[config.mk]
export PLATFORM = sky130hd
export DESIGN_NAME = scl_timing_gen
export DESIGN_NICKNAME = d
export VERILOG_FILES = /design/src/rtl/scl_timing_pkg.sv /design/src/rtl/scl_timing_cfg.sv /design/src/rtl/scl_phase_engine.sv /design/src/rtl/scl_timing_gen.sv
export SDC_FILE = /design/constraint.sdc
export NUM_CORES = 1
export LEC_CHECK = 0
export CORE_AREA = 2 2 104 106
export CTS_CLUSTER_DIAMETER = 60
export DETAILED_ROUTE_END_ITERATION = 16
export DIE_AREA = 0 0 106 108
export DONT_BUFFER_PORTS = 1
export PLACE_DENSITY = 0.7
export SLEW_MARGIN = 10
export SYNTH_ARGS = -nofsm -noshare
export SYNTH_HDL_FRONTEND = slang
export SYNTH_HIERARCHICAL = 1
export SYNTH_SLANG_ARGS = --single-unit
[constraint.sdc]
create_clock -name clk -period 4.3 [get_ports clk]
set_input_delay 0.645 -clock clk [delete_from_list [all_inputs] [get_ports clk]]
set_output_delay 0.645 -clock clk [all_outputs]
set_load 0.01 [all_outputs]
[src/rtl/scl_timing_pkg.sv]
package scl_timing_pkg;

    typedef enum logic [1:0] {
        PH_IDLE      = 2'd0,
        PH_LOW       = 2'd1,
        PH_WAIT_HIGH = 2'd2,
        PH_HIGH      = 2'd3
    } scl_phase_e;

    typedef struct packed {
        logic [1:0] speed;
        logic       master;
    } scl_ctrl_t;

    localparam int HIGH_OVERHEAD = 8;
    localparam int LOW_OVERHEAD  = 1;

    localparam logic [1:0] SPEED_STD  = 2'd1;
    localparam logic [1:0] SPEED_FAST = 2'd2;

    localparam logic [2:0] ADDR_CTRL    = 3'd0;
    localparam logic [2:0] ADDR_STD_HI  = 3'd1;
    localparam logic [2:0] ADDR_STD_LO  = 3'd2;
    localparam logic [2:0] ADDR_FAST_HI = 3'd3;
    localparam logic [2:0] ADDR_FAST_LO = 3'd4;

    function automatic logic ctrl_runnable(scl_ctrl_t c);
        return c.master && (c.speed == SPEED_STD || c.speed == SPEED_FAST);
    endfunction

endpackage

[src/rtl/scl_timing_cfg.sv]
module scl_timing_cfg
    import scl_timing_pkg::*;
#(
    parameter int CNT_W = 16,
    parameter int STD_HI_RST  = 40,
    parameter int STD_LO_RST  = 47,
    parameter int FAST_HI_RST = 6,
    parameter int FAST_LO_RST = 13
) (
    input  logic             clk,
    input  logic             rst,
    input  logic             enable_i,
    input  logic             cfg_we_i,
    input  logic [2:0]       cfg_addr_i,
    input  logic [CNT_W-1:0] cfg_wdata_i,
    output logic             runnable_o,
    output logic [CNT_W-1:0] hi_cnt_o,
    output logic [CNT_W-1:0] lo_cnt_o
);

    scl_ctrl_t        ctrl_q;
    logic [CNT_W-1:0] std_hi_q, std_lo_q, fast_hi_q, fast_lo_q;
    logic             wr_ok;

    assign wr_ok = cfg_we_i && !enable_i;

    always_ff @(posedge clk) begin
        if (rst) begin
            ctrl_q    <= '0;
            std_hi_q  <= CNT_W'(STD_HI_RST);
            std_lo_q  <= CNT_W'(STD_LO_RST);
            fast_hi_q <= CNT_W'(FAST_HI_RST);
            fast_lo_q <= CNT_W'(FAST_LO_RST);
        end else if (wr_ok) begin
            case (cfg_addr_i)
                ADDR_CTRL:    ctrl_q    <= scl_ctrl_t'(cfg_wdata_i[2:0]);
                ADDR_STD_HI:  std_hi_q  <= cfg_wdata_i;
                ADDR_STD_LO:  std_lo_q  <= cfg_wdata_i;
                ADDR_FAST_HI: fast_hi_q <= cfg_wdata_i;
                ADDR_FAST_LO: fast_lo_q <= cfg_wdata_i;
                default: ;
            endcase
        end
    end

    always_comb begin
        runnable_o = ctrl_runnable(ctrl_q);
        if (ctrl_q.speed == SPEED_FAST) begin
            hi_cnt_o = fast_hi_q;
            lo_cnt_o = fast_lo_q;
        end else begin
            hi_cnt_o = std_hi_q;
            lo_cnt_o = std_lo_q;
        end
    end

endmodule

[src/rtl/scl_phase_engine.sv]
module scl_phase_engine
    import scl_timing_pkg::*;
#(
    parameter int CNT_W = 16
) (
    input  logic             clk,
    input  logic             rst,
    input  logic             go_i,
    input  logic             run_i,
    input  logic             scl_i,
    input  logic [CNT_W-1:0] hi_cnt_i,
    input  logic [CNT_W-1:0] lo_cnt_i,
    output logic             drive_o,
    output logic             shift_o,
    output logic             sample_o
);

    localparam int CW = CNT_W + 1;

    scl_phase_e      state_q;
    logic [CW-1:0]   cnt_q;
    logic [CW-1:0]   high_last;
    logic [CW-1:0]   high_mid;
    logic [CW-1:0]   low_last;

    assign high_last = {1'b0, hi_cnt_i} + CW'(HIGH_OVERHEAD - 1);
    assign high_mid  = ({1'b0, hi_cnt_i} + CW'(HIGH_OVERHEAD)) >> 1;
    assign low_last  = {1'b0, lo_cnt_i} + CW'(LOW_OVERHEAD - 1);

    always_ff @(posedge clk) begin
        if (rst || !go_i) begin
            state_q <= PH_IDLE;
            cnt_q   <= '0;
        end else begin
            case (state_q)
                PH_IDLE: begin
                    if (run_i) begin
                        state_q <= PH_LOW;
                        cnt_q   <= '0;
                    end
                end
                PH_LOW: begin
                    if (cnt_q == low_last) begin
                        state_q <= PH_WAIT_HIGH;
                        cnt_q   <= '0;
                    end else begin
                        cnt_q <= cnt_q + 1'b1;
                    end
                end
                PH_WAIT_HIGH: begin
                    if (scl_i) begin
                        state_q <= PH_HIGH;
                        cnt_q   <= CW'(1);
                    end
                end
                PH_HIGH: begin
                    if (cnt_q >= high_last) begin
                        state_q <= run_i ? PH_LOW : PH_IDLE;
                        cnt_q   <= '0;
                    end else begin
                        cnt_q <= cnt_q + 1'b1;
                    end
                end
                default: state_q <= PH_IDLE;
            endcase
        end
    end

    assign drive_o  = (state_q == PH_LOW);
    assign shift_o  = (state_q == PH_LOW) && (cnt_q == '0);
    assign sample_o = (state_q == PH_HIGH) && (cnt_q == high_mid);

endmodule

[src/rtl/scl_timing_gen.sv]
module scl_timing_gen
    import scl_timing_pkg::*;
#(
    parameter int CNT_W = 16
) (
    input  logic             clk,
    input  logic             rst,
    input  logic             enable_i,
    input  logic             cfg_we_i,
    input  logic [2:0]       cfg_addr_i,
    input  logic [CNT_W-1:0] cfg_wdata_i,
    input  logic             run_i,
    input  logic             scl_i,
    output logic             scl_drive_o,
    output logic             shift_o,
    output logic             sample_o
);

    logic             runnable;
    logic [CNT_W-1:0] hi_cnt, lo_cnt;

    scl_timing_cfg #(.CNT_W(CNT_W)) cfg_i (
        .clk         (clk),
        .rst         (rst),
        .enable_i    (enable_i),
        .cfg_we_i    (cfg_we_i),
        .cfg_addr_i  (cfg_addr_i),
        .cfg_wdata_i (cfg_wdata_i),
        .runnable_o  (runnable),
        .hi_cnt_o    (hi_cnt),
        .lo_cnt_o    (lo_cnt)
    );

    scl_phase_engine #(.CNT_W(CNT_W)) eng_i (
        .clk      (clk),
        .rst      (rst),
        .go_i     (enable_i && runnable),
        .run_i    (run_i),
        .scl_i    (scl_i),
        .hi_cnt_i (hi_cnt),
        .lo_cnt_i (lo_cnt),
        .drive_o  (scl_drive_o),
        .shift_o  (shift_o),
        .sample_o (sample_o)
    );

endmodule

==> summary.md <==
| Metric | Value |
|---|---|
| Yosys top cell by area | dfxtp_1 |
| Final non-filler cell total | 725 |
| Starting density of the core | 0.5474 |
| Least-Margin Pin Slew | 0.9316 ns |
| Via/cell ratio | 5.713 |
| CP endpoint kind | output port |
| Pwr dens | 247.0 nW/um^2 |
| Post-Place Cell Area | 5538 um^2 |
| Routed vias | 4142 |
| Bufs on Longest Clock Path | 2 |
| Die width | 106 um |
| WP buf/inv | 4 |
| GR Util All Layers | 0.2310 |
| Wire per inst | 17.46 um |
| Worst setup path category | reg2out |
| Final ANT Viol Nets | 0 |
| RePlAce Congestion | 0.9213 |
| Final setup vio count | 0 |
| Number of hold violations in the final report | 0 |
| Total CTS buffers | 9 |
| Hold WS | 0.4412 ns |
| Reg-to-reg setup timing slack | 0.32 ns |
| Largest cells by area after synthesis | dfxtp_1 31%, mux2i_1 13%, nand2b_1 8.5% |
| Final period utilization | 0.9266 |
| Syn_area_per_cell | around 9 um^2 |
| Ratio of cells with drive above 1 in the final layout | 0.1002 |
| Final HPWL DP | 9167 um |
| Worst r2r src | cfg_i/ctrl_q[1] |
| Die Ht | 108 um |
| Clock-pin slew on the worst setup and hold paths | 0.09 ns |
| CTS Sinks | 86 |
| Outcome | completed |
| Delay-heaviest family, CP | buffers and inverters |
| Die area | 11450 um^2 |
| Syn Inst Count | between 600 and 700 |
| # diodes | 0 |
| Hold_sp | cfg_wdata_i[3] |
| First-pass GRT wire length | 20640 um |
| Leak pwr | 2.286 nW |
| Yosys top cell area share | 0.3074 |
| Worst Clk Skew | ~0.009 ns |
| Hold-critical path depth | 2 |
| Relative slew slack | 0.3772 |
| Area growth syn-to-layout | 2.346% |
| Final slew viol count | 0 |
| H-tree levels | 3 |
| Worst-path cell chain | inv_1 -> ha_1 -> buf_12 -> mux2_2 -> ha_1 -> buf_4 -> xnor2_1 -> o2111ai_1 -> nor3_1 -> nand4_1 -> a2111oi_1 -> buf_4 |
| Peak Freq | 251.0 MHz |
| Slowest cell on crit path | mux2_2 |
| Seq/Total Area, Yosys | 0.3074 |
| DRC viols | 0 |
| Distinct cells, synth | 52 |
| Max FO, Critical Path | 32 |
| CTS root buf | clkbuf_8 |
| Core area | between 10000 and 15000 um^2 |
| EDFF count, synth | 0 |
| Reg-to-reg endpoint | eng_i/cnt_q[16] |
| Final wirelength | 12660 um |
| Post-Syn Area | 5600 um^2 |
| Pin count of the biggest net entering global routing | 91 |
| Crit start category | flip-flop |
| CTS tree | built |
| Initial antenna violation count | 0 |
| Site Rows | 37 |
| Slowest Stage Delay on Critical Path | 0.45 ns |
| Setup TNS | 0 ns |
| Top_reg_cell synth | dfxtp_1 |
| R2R depth | 16 |
| DR iter-0 viols | 223 |
| Syn Nets | 664 |
| Fin nets | about 640 |
| DRT Pass-1 Iters | 4 |
| Clk_lat worst skew | 0.36 ns |
| Final min period | 3.984 ns |
| Synth Register Bits | 86 |
| RSZ-0062 raised after global routing | false |
| IO Count | 28 |
| Inst Count DP | 708 |
| Worst Path Required | 3.65 ns |
| Grt total ovfl | 0 |
| Warnings from Yosys | 6 |
| Worst Hold End | cfg_i/fast_hi_q[3] |
| Worst hold path type | in2reg |
| Design area | 5732 um^2 |
| Worst vdd ir | 0.1403 mV |
| Vias in the first global route | 4063 |
| Pwr Total | about 0.0014 W |
| Asr flop ratio synth | 0 |
| Critical path arrival | about 3.3 ns |
| IO buf count | 0 |
| Max-cap viol count | 0 |
repair_timing:
action                                  in CTS  in global routing
hold buffers                                 0                  0
resized for setup                            0                  1
endpoints found under the setup margin       0                  3
buffers inserted                             0                  1
per-stage QoR:
stage / util / setup slack [ns]
final: 0.5602 / 0.3158
after global routing: 0.5602 / 0.02896
after CTS: 0.5575 / 0.2849
after detailed placement: 0.5413 / 0.3140
after global placement: 0.5413 / 0.3798
after floorplan: - / 0.5029
placed cells by master (no fill, tap or decap), types with 2 or more instances in the layout:
master / instances
mux2_2: 30
nor3_1: 10
a31oi_1: 3
nor4b_1: 2
nand2b_1: 76
nor4_1: 14
nand4b_1: 2
buf_4: 4
nor2_1: 42
nor2b_1: 7
clkinv_2: 2
buf_12: 2
clkbuf_8: 9
o21ai_0: 12
a21o_1: 2
xor2_1: 17
inv_1: 10
xnor2_1: 35
nand3_1: 19
nor4_2: 2
mux2_1: 2
o211ai_1: 2
dfxtp_1: 86
clkbuf_1: 2
and2_1: 3
and3_1: 8
nand2_1: 33
a2111oi_1: 2
nand4_1: 16
ha_1: 27
a21oi_1: 8
a41oi_1: 2
or4_1: 2
mux2i_1: 75
cell usage after synthesis (all sizes together) (3+ instances only):
| cell type | n |
|---|---|
| a31oi | 3 |
| o21ai | 13 |
| and2 | 3 |
| nor3 | 11 |
| inv | 10 |
| nand2b | 76 |
| mux2 | 32 |
| a21oi | 8 |
| nand4 | 16 |
| nor4 | 16 |
| dfxtp | 86 |
| nor2 | 42 |
| mux2i | 75 |
| clkbuf | 14 |
| nand3 | 19 |
| xor2 | 17 |
| nor2b | 7 |
| a2111oi | 4 |
| and3 | 9 |
| nand2 | 33 |
| buf | 31 |
| xnor2 | 35 |
| ha | 27 |
| a41oi | 3 |
worst reg2reg max path: stages, from the launching register on:
cell       delay (ns)
dfxtp_1          0.33
inv_1            0.06
ha_1             0.19
buf_12           0.22
mux2_2           0.44
and4_1           0.27
and3_1           0.22
and2_1           0.18
nand2_1          0.08
xor2_1           0.15
ha_1             0.27
a211oi_2         0.26
o21ai_0          0.18
a2111oi_4        0.46
nor3_4           0.07
buf_12           0.19
a2111oi_1        0.30
flip-flops by register name, indices dropped and copies added, names as in the netlist:
name             flops
eng_i/cnt_q         17
cfg_i/fast_hi_q     16
cfg_i/fast_lo_q     16
cfg_i/std_hi_q      16
cfg_i/std_lo_q      16
cfg_i/ctrl_q         3
eng_i/state_q        2
how the worst max path moves through the flow:
stage	start	to	slack, ns	cells past startpoint
3_3_place_gp	cfg_i/ctrl_q[1]	eng_i/state_q[1]	0.38	14
3_5_place_dp	cfg_i/ctrl_q[1]	eng_i/state_q[1]	0.31	15
5_1_grt	cfg_i/ctrl_q[1]	eng_i/cnt_q[16]	0.03	16
6_report	cfg_i/ctrl_q[1]	sample_o	0.32	12
4_1_cts	cfg_i/ctrl_q[1]	eng_i/state_q[1]	0.28	14
2_1_floorplan	cfg_i/ctrl_q[1]	eng_i/cnt_q[11]	0.50	18
where the power goes:
part           switching, W  internal [W]  leakage [nW]
combinational     0.0000461     0.0000427          1.51
clock              0.000307      0.000212        0.0837
sequential       0.00000430      0.000804         0.694
total              0.000357       0.00106          2.29
final cells by class:
type	count	area, um^2
fillers	942	4499
multi-input cells	471	3566
flip-flops and latches	86	1722
well taps	136	170.2
clock buffers	11	131.4
repair buffers	6	70.07
inverters	10	37.54
clock inverters	5	35.03
cells by family (layout without fill, tap and decap cells):
family	Yosys count	in the layout	share of synthesized area
simple gates	243	243	0.2422
mux	107	107	0.1984
flops	86	86	0.3074
buf+inv	55	32	0.05719
xor+xnor	52	52	0.08132
compound gates	42	42	0.05318
fa+ha+maj	27	27	0.06032
per-layer routing:
layer | GRT usage | wire (um)
met5 | 0 | 0
met4 | 0.06485 | 104
met3 | 0.03978 | 577
met2 | 0.3963 | 6104
met1 | 0.3007 | 5871
(Power assumes the default switching activity.)
